--- src/rtl/ipi_pkg.sv ---
package ipi_pkg;
  localparam int VEC_LSB   = 0;
  localparam int MODE_LSB  = 8;
  localparam int DMODE_BIT = 11;
  localparam int STAT_BIT  = 12;
  localparam int LEVEL_BIT = 14;
  localparam int TRIG_BIT  = 15;
  localparam int SH_LSB    = 18;
  localparam int DEST_LSB  = 24;

  localparam logic [2:0] MODE_LOWPRI = 3'd1;

  typedef enum logic [1:0] {
    SH_NONE   = 2'd0,
    SH_SELF   = 2'd1,
    SH_ALL    = 2'd2,
    SH_OTHERS = 2'd3
  } shorthand_e;

  typedef struct packed {
    logic load;
    logic err;
  } ctlStrobe_t;
endpackage

--- src/rtl/ipi_ctrl.sv ---
module ipi_ctrl
  import ipi_pkg::*;
#(
  parameter int NUM_CPU = 8,
  localparam int CNT_W = $clog2(NUM_CPU + 1)
) (
  input  logic               clk,
  input  logic               rstN,
  input  logic               wrLo,
  input  logic               respValid,
  input  logic [2:0]         reqMode,
  input  logic [1:0]         reqShort,
  input  logic [NUM_CPU-1:0] remoteMask,
  output ctlStrobe_t         ctl,
  output logic               busy
);
  logic [CNT_W-1:0] pendCnt;
  logic [CNT_W-1:0] remoteCnt;
  logic             accept;
  logic             lowPri;

  assign accept    = wrLo && !busy;
  assign lowPri    = (reqMode == MODE_LOWPRI) && (reqShort == SH_NONE);
  assign ctl.load  = accept && !lowPri;
  assign ctl.err   = accept && lowPri;
  assign remoteCnt = CNT_W'($countones(remoteMask));

  always_ff @(posedge clk) begin
    if (!rstN) begin
      pendCnt <= '0;
      busy    <= 1'b0;
    end else if (ctl.load) begin
      pendCnt <= remoteCnt;
      busy    <= (remoteCnt != '0);
    end else if (respValid && (pendCnt != '0)) begin
      pendCnt <= pendCnt - 1'b1;
      busy    <= (pendCnt != CNT_W'(1));
    end
  end
endmodule

--- src/rtl/ipi_datapath.sv ---
module ipi_datapath
  import ipi_pkg::*;
#(
  parameter int NUM_CPU = 8,
  localparam int ID_W = (NUM_CPU > 1) ? $clog2(NUM_CPU) : 1
) (
  input  logic               clk,
  input  logic               rstN,
  input  ctlStrobe_t         ctl,
  input  logic               wrHi,
  input  logic [31:0]        wrData,
  input  logic [ID_W-1:0]    localId,
  input  logic [ID_W:0]      numProcs,
  input  logic               busy,
  output logic [NUM_CPU-1:0] remoteMask,
  output logic [31:0]        loWord,
  output logic [31:0]        hiWord,
  output logic               msgValid,
  output logic [NUM_CPU-1:0] msgTargets,
  output logic [7:0]         msgDest,
  output logic               selfValid,
  output logic               errPulse
);
  logic [31:0]        loReg;
  logic [7:0]         destReg;
  logic [NUM_CPU-1:0] allMask;
  logic [NUM_CPU-1:0] selfBit;
  logic [NUM_CPU-1:0] othersMask;
  logic               selfHit;
  logic [1:0]         sh;
  logic               logical;

  assign sh      = wrData[SH_LSB +: 2];
  assign logical = wrData[DMODE_BIT];

  always_comb begin
    for (int i = 0; i < NUM_CPU; i++) begin
      allMask[i] = ((ID_W+1)'(i) < numProcs);
      selfBit[i] = (ID_W'(i) == localId);
    end
  end

  assign othersMask = allMask & ~selfBit;

  always_comb begin
    remoteMask = '0;
    selfHit    = 1'b0;
    unique case (sh)
      SH_NONE: begin
        if (logical) begin
          remoteMask = destReg[NUM_CPU-1:0] & allMask;
        end else if (destReg == 8'hFF) begin
          remoteMask = othersMask;
          selfHit    = 1'b1;
        end else if (destReg == 8'(localId)) begin
          selfHit = 1'b1;
        end else begin
          for (int i = 0; i < NUM_CPU; i++)
            remoteMask[i] = (destReg == 8'(i)) && allMask[i];
        end
      end
      SH_SELF:   selfHit = 1'b1;
      SH_ALL: begin
        remoteMask = othersMask;
        selfHit    = 1'b1;
      end
      default:   remoteMask = othersMask;
    endcase
  end

  always_ff @(posedge clk) begin
    if (!rstN) begin
      loReg      <= '0;
      destReg    <= '0;
      msgValid   <= 1'b0;
      msgTargets <= '0;
      msgDest    <= '0;
      selfValid  <= 1'b0;
      errPulse   <= 1'b0;
    end else begin
      msgValid  <= 1'b0;
      selfValid <= 1'b0;
      errPulse  <= ctl.err;
      if (wrHi) destReg <= wrData[DEST_LSB +: 8];
      if (ctl.load) begin
        loReg           <= wrData;
        loReg[STAT_BIT] <= 1'b0;
        msgValid        <= |remoteMask;
        msgTargets      <= remoteMask;
        msgDest         <= destReg;
        selfValid       <= selfHit;
      end else begin
        msgTargets <= '0;
      end
    end
  end

  always_comb begin
    loWord           = loReg;
    loWord[STAT_BIT] = busy;
  end
  assign hiWord = {destReg, 24'h0};
endmodule

--- src/rtl/ipi_cmd_sender.sv ---
module ipi_cmd_sender
  import ipi_pkg::*;
#(
  parameter int NUM_CPU = 8,
  localparam int ID_W = (NUM_CPU > 1) ? $clog2(NUM_CPU) : 1
) (
  input  logic               clk,
  input  logic               rstN,
  input  logic               wrLo,
  input  logic               wrHi,
  input  logic [31:0]        wrData,
  input  logic [ID_W-1:0]    localId,
  input  logic [ID_W:0]      numProcs,
  input  logic               respValid,
  output logic [31:0]        loWord,
  output logic [31:0]        hiWord,
  output logic               msgValid,
  output logic [NUM_CPU-1:0] msgTargets,
  output logic [7:0]         msgVector,
  output logic [2:0]         msgDelMode,
  output logic               msgDestMode,
  output logic               msgLevel,
  output logic               msgTrigger,
  output logic [7:0]         msgDest,
  output logic               selfValid,
  output logic               errPulse,
  output logic               busy
);
  ctlStrobe_t         ctl;
  logic [NUM_CPU-1:0] remoteMask;

  ipi_ctrl #(.NUM_CPU(NUM_CPU)) u_ctrl (
    .clk(clk), .rstN(rstN), .wrLo(wrLo), .respValid(respValid),
    .reqMode(wrData[MODE_LSB +: 3]), .reqShort(wrData[SH_LSB +: 2]),
    .remoteMask(remoteMask), .ctl(ctl), .busy(busy)
  );

  ipi_datapath #(.NUM_CPU(NUM_CPU)) u_dp (
    .clk(clk), .rstN(rstN), .ctl(ctl), .wrHi(wrHi), .wrData(wrData),
    .localId(localId), .numProcs(numProcs), .busy(busy),
    .remoteMask(remoteMask), .loWord(loWord), .hiWord(hiWord),
    .msgValid(msgValid), .msgTargets(msgTargets), .msgDest(msgDest),
    .selfValid(selfValid), .errPulse(errPulse)
  );

  assign msgVector   = loWord[VEC_LSB +: 8];
  assign msgDelMode  = loWord[MODE_LSB +: 3];
  assign msgDestMode = loWord[DMODE_BIT];
  assign msgLevel    = loWord[LEVEL_BIT];
  assign msgTrigger  = loWord[TRIG_BIT];
endmodule

--- config.mk ---
export PLATFORM = sky130hd
export DESIGN_NAME = ipi_cmd_sender
export DESIGN_NICKNAME = d
export VERILOG_FILES = /design/src/rtl/ipi_pkg.sv /design/src/rtl/ipi_ctrl.sv /design/src/rtl/ipi_datapath.sv /design/src/rtl/ipi_cmd_sender.sv
export SDC_FILE = /design/constraint.sdc
export NUM_CORES = 1
export LEC_CHECK = 0
export CORE_MARGIN = 3
export CORE_UTILIZATION = 49
export CTS_BUF_LIST = sky130_fd_sc_hd__clkbuf_4 sky130_fd_sc_hd__clkbuf_8
export CTS_CLUSTER_SIZE = 20
export DETAILED_ROUTE_END_ITERATION = 10
export PLACE_DENSITY_LB_ADDON = 0.12
export SETUP_SLACK_MARGIN = 0.3
export SKIP_LAST_GASP = 1
export SYNTH_ARGS = -nofsm -noshare
export SYNTH_HDL_FRONTEND = slang
export SYNTH_HIERARCHICAL = 1
export SYNTH_SLANG_ARGS = --single-unit
--- constraint.sdc ---
create_clock -name clk -period 9.8 [get_ports clk]
set_input_delay 1.96 -clock clk [delete_from_list [all_inputs] [get_ports clk]]
set_output_delay 1.96 -clock clk [all_outputs]
set_load 0.02 [all_outputs]
==> out/qor.csv <==
stage,metric,value,unit
floorplan,Top Ports,142,
pwr,Pwr per Cell Area,189,nW/um2
sta,crit share post-route,68.2,%
cells_and_area,most frequent cells in the layout,"clkdlybuf4s50_1 (116), dfxtp_1 (63), nor2b_1 (48), mux2i_1 (47), conb_1 (24)",
clock_tree,CTS sink count,63,
sta,final setup fails,0,
cells_and_area,layout net count,531,
clock_tree,clock latency on the worst-skew pair,340,ps
grt,vias in the first global route,2865,
synthesis,post-synth top area cell,dfxtp_1,
synthesis,Synth Warn #,6,
cells_and_area,"commonest non-fill, non-tap cell in the layout",clkdlybuf4s50_1,
detailed_routing,DRC Markers,0,
clock_tree,Root Driver,clkbuf_8,
sta,Slew HR,58.9,%
sta,Worst Tran Pin Value,616,ps
clock_tree,CTS Buf Count,9,
floorplan,die area,8370,um2
detailed_routing,DRT iter0 DRCs,105,
sta,RSZ-0062 raised after global routing,no,
synthesis,"EDFF count, synth",0,
synthesis,Synth top area share,35.2,%
grt,GR Util All Layers,20.4,%
placed_design,PortBufs,116,
synthesis,sequential fraction of the synthesis area,35.2,%
clock_tree,CTS tree,built,
placed_design,hpwl dp,6070,um
floorplan,Die Width,91.5,um
sta,Max Fclk,150,MHz
cells_and_area,antenna fix cells,0,
grt,global-route wire length before repair,13900,um
sta,min cycle time layout,6680,ps
synthesis,ys async rst share,0,%
worst_setup_path,CP Launch Type,input pin,
cells_and_area,layout cell share with drive strength beyond 1,6.88,%
synthesis,Synth area leaders,"dfxtp_1 (35%), mux2i_1 (13%), buf_4 (8.4%)",
worst_hold_path,Hold Crit Class,flip-flop to flip-flop,
detailed_routing,1st-pass router iterations,4,
floorplan,num rows,30,
worst_setup_path,CP required,10010,ps
run,max cap viols,0,
worst_setup_path,crit path capture type,flip-flop,
detailed_routing,via count,2920,
cells_and_area,fin cells,576,
sta,clock skew,7.76,ps
clock_tree,clock-pin slew on the worst setup and hold paths,70,ps
sta,Max Slew Vio Count,0,
floorplan,core region area,6940,um2
synthesis,Synth Cell Area,3580,um2
clock_tree,CTS resizes,0,
floorplan,Starting Density,51.5,%
worst_setup_path,crit-path max FO,9,
placed_design,Cell Count Post-Placement,560,
clock_tree,CTS max path bufs,2,
clock_tree,# Post-CTS Setup Buffers,0,
worst_setup_path,CP arrival,6890,ps
synthesis,Mapped Avg Cell Area,9.27,um2
grt,GRT overflow,0,
status,status,finished clean,
sta,"Hold Violations, Final",0,
placed_design,gpl congestion,0.918,
clock_tree,# H-tree levels,3,
detailed_routing,post-route ant nets,0,
clock_tree,Hold Buf Count CTS,0,
detailed_routing,vias per cell,5.07,
pwr,Max IR drop VDD,136,uV
cells_and_area,Area Growth Syn to Fin,32.9,%
floorplan,chip height,91.5,um
synthesis,"Primary FF master, synth",dfxtp_1,
grt,largest net degree at the start of global routing,61,
worst_setup_path,WS Path Type,input pin to flip-flop,
synthesis,Yosys cell types,59,
synthesis,Synth Instances,386,
detailed_routing,WL/cell,14.7,um
synthesis,Synth Register Bits,63,
detailed_routing,final WL,8490,um
pwr,Leakage,1.91,nW
grt,initial antenna violation count,0,
sta,setup TNS,0,ps
==> cells in the mapped netlist (4+ instances only) <==
cell,n
dfxtp_1,63
nor2b_1,48
mux2i_1,47
buf_4,40
inv_1,22
nand2_1,15
nor2_1,15
clkbuf_1,13
a21oi_1,10
ha_1,8
o21ai_0,8
buf_2,6
and3_1,5
nand3_1,5
and2_1,4
fa_1,4
nand3b_1,4
nand4_1,4
xor2_1,4
==> logic make-up after synthesis <==
| family | after synthesis | share of synthesized area (%) |
|---|---|---|
| xor gates and xnor gates | 6 | 1.47 |
| buffers and inverters | 85 | 13.5 |
| adders and majority gates | 12 | 5.03 |
| muxes | 47 | 13.1 |
| DFF | 63 | 35.2 |
| and+or+nand+nor | 123 | 20.9 |
| other | 1 | 0.105 |
| AOI/OAI and AO/OA | 49 | 10.6 |
==> area by class of cell <==
type	instances	area, um2
fillers	564	2190
inverters	22	82.6
clock buffers	10	138
clock inverters	6	60.1
multi-input cells	261	1920
flip-flops and latches	63	1260
repair buffers	118	1180
well taps	96	120
==> state kept, by name, indices dropped and copies added (netlist names) <==
name             count
u_dp/loReg          31
u_ctrl/busy          1
u_dp/errPulse        1
u_dp/msgValid        1
u_dp/msgDest         8
u_dp/selfValid       1
u_dp/msgTargets      8
u_dp/destReg         8
u_ctrl/pendCnt       4
==> path summary, 6_finish.rpt <==
kind,start,end,slack (ps),cells after the start
min,u_dp/msgDest[1],u_dp/msgDest[1],520,2
max,wrData[18],u_ctrl/busy,3120,19
max reg2reg,u_dp/destReg[1],u_ctrl/busy,4790,16
min reg2reg,u_dp/msgDest[1],u_dp/msgDest[1],520,2
==> routing by layer <==
metal	vias up	share of wire (%)	GRT usage, %
met1	1352	45	26.0
met4	0	1.5	7.16
met2	133	44	31.4
met3	11	8.9	7.87
met5	-	0	0
li1	1424	-	-
==> power by group <==
group          leakage (nW)  internal, W  switching, W
combinational          1.30     0.000173      0.000184
clock                0.0981     0.000123      0.000101
sequential            0.517     0.000291     0.0000281
total                  1.91     0.000587      0.000313
==> critical path: stages <==
cell,delay (ps)
clkdlybuf4s50_1,510
inv_1,100
ha_1,330
nand2b_1,170
o31ai_1,490
a22oi_1,130
a21oi_1,290
fa_1,460
inv_1,70
fa_1,420
fa_1,430
inv_1,70
ha_1,180
inv_1,60
fa_1,380
xnor2_1,150
a2111oi_0,440
o2bb2ai_1,130
o2bb2ai_1,130
==> metrics by stage <==
step / power (W) / cell area, um2 / setup slack [ps] / hold slack (ps) / util, %
floorplan: 0.000574 / 3670 / 3830 / 564 / -
global placement: 0.000675 / 4560 / 2880 / 496 / 65.7
detailed placement: 0.000681 / 4560 / 2790 / 506 / 65.7
CTS: 0.000910 / 4760 / 3160 / 523 / 68.5
global route: 0.000958 / 4760 / 2800 / 554 / 68.5
finish: 0.000901 / 4760 / 3120 / 520 / 68.5
No activity file was read; power rests on OpenSTA's default activity.
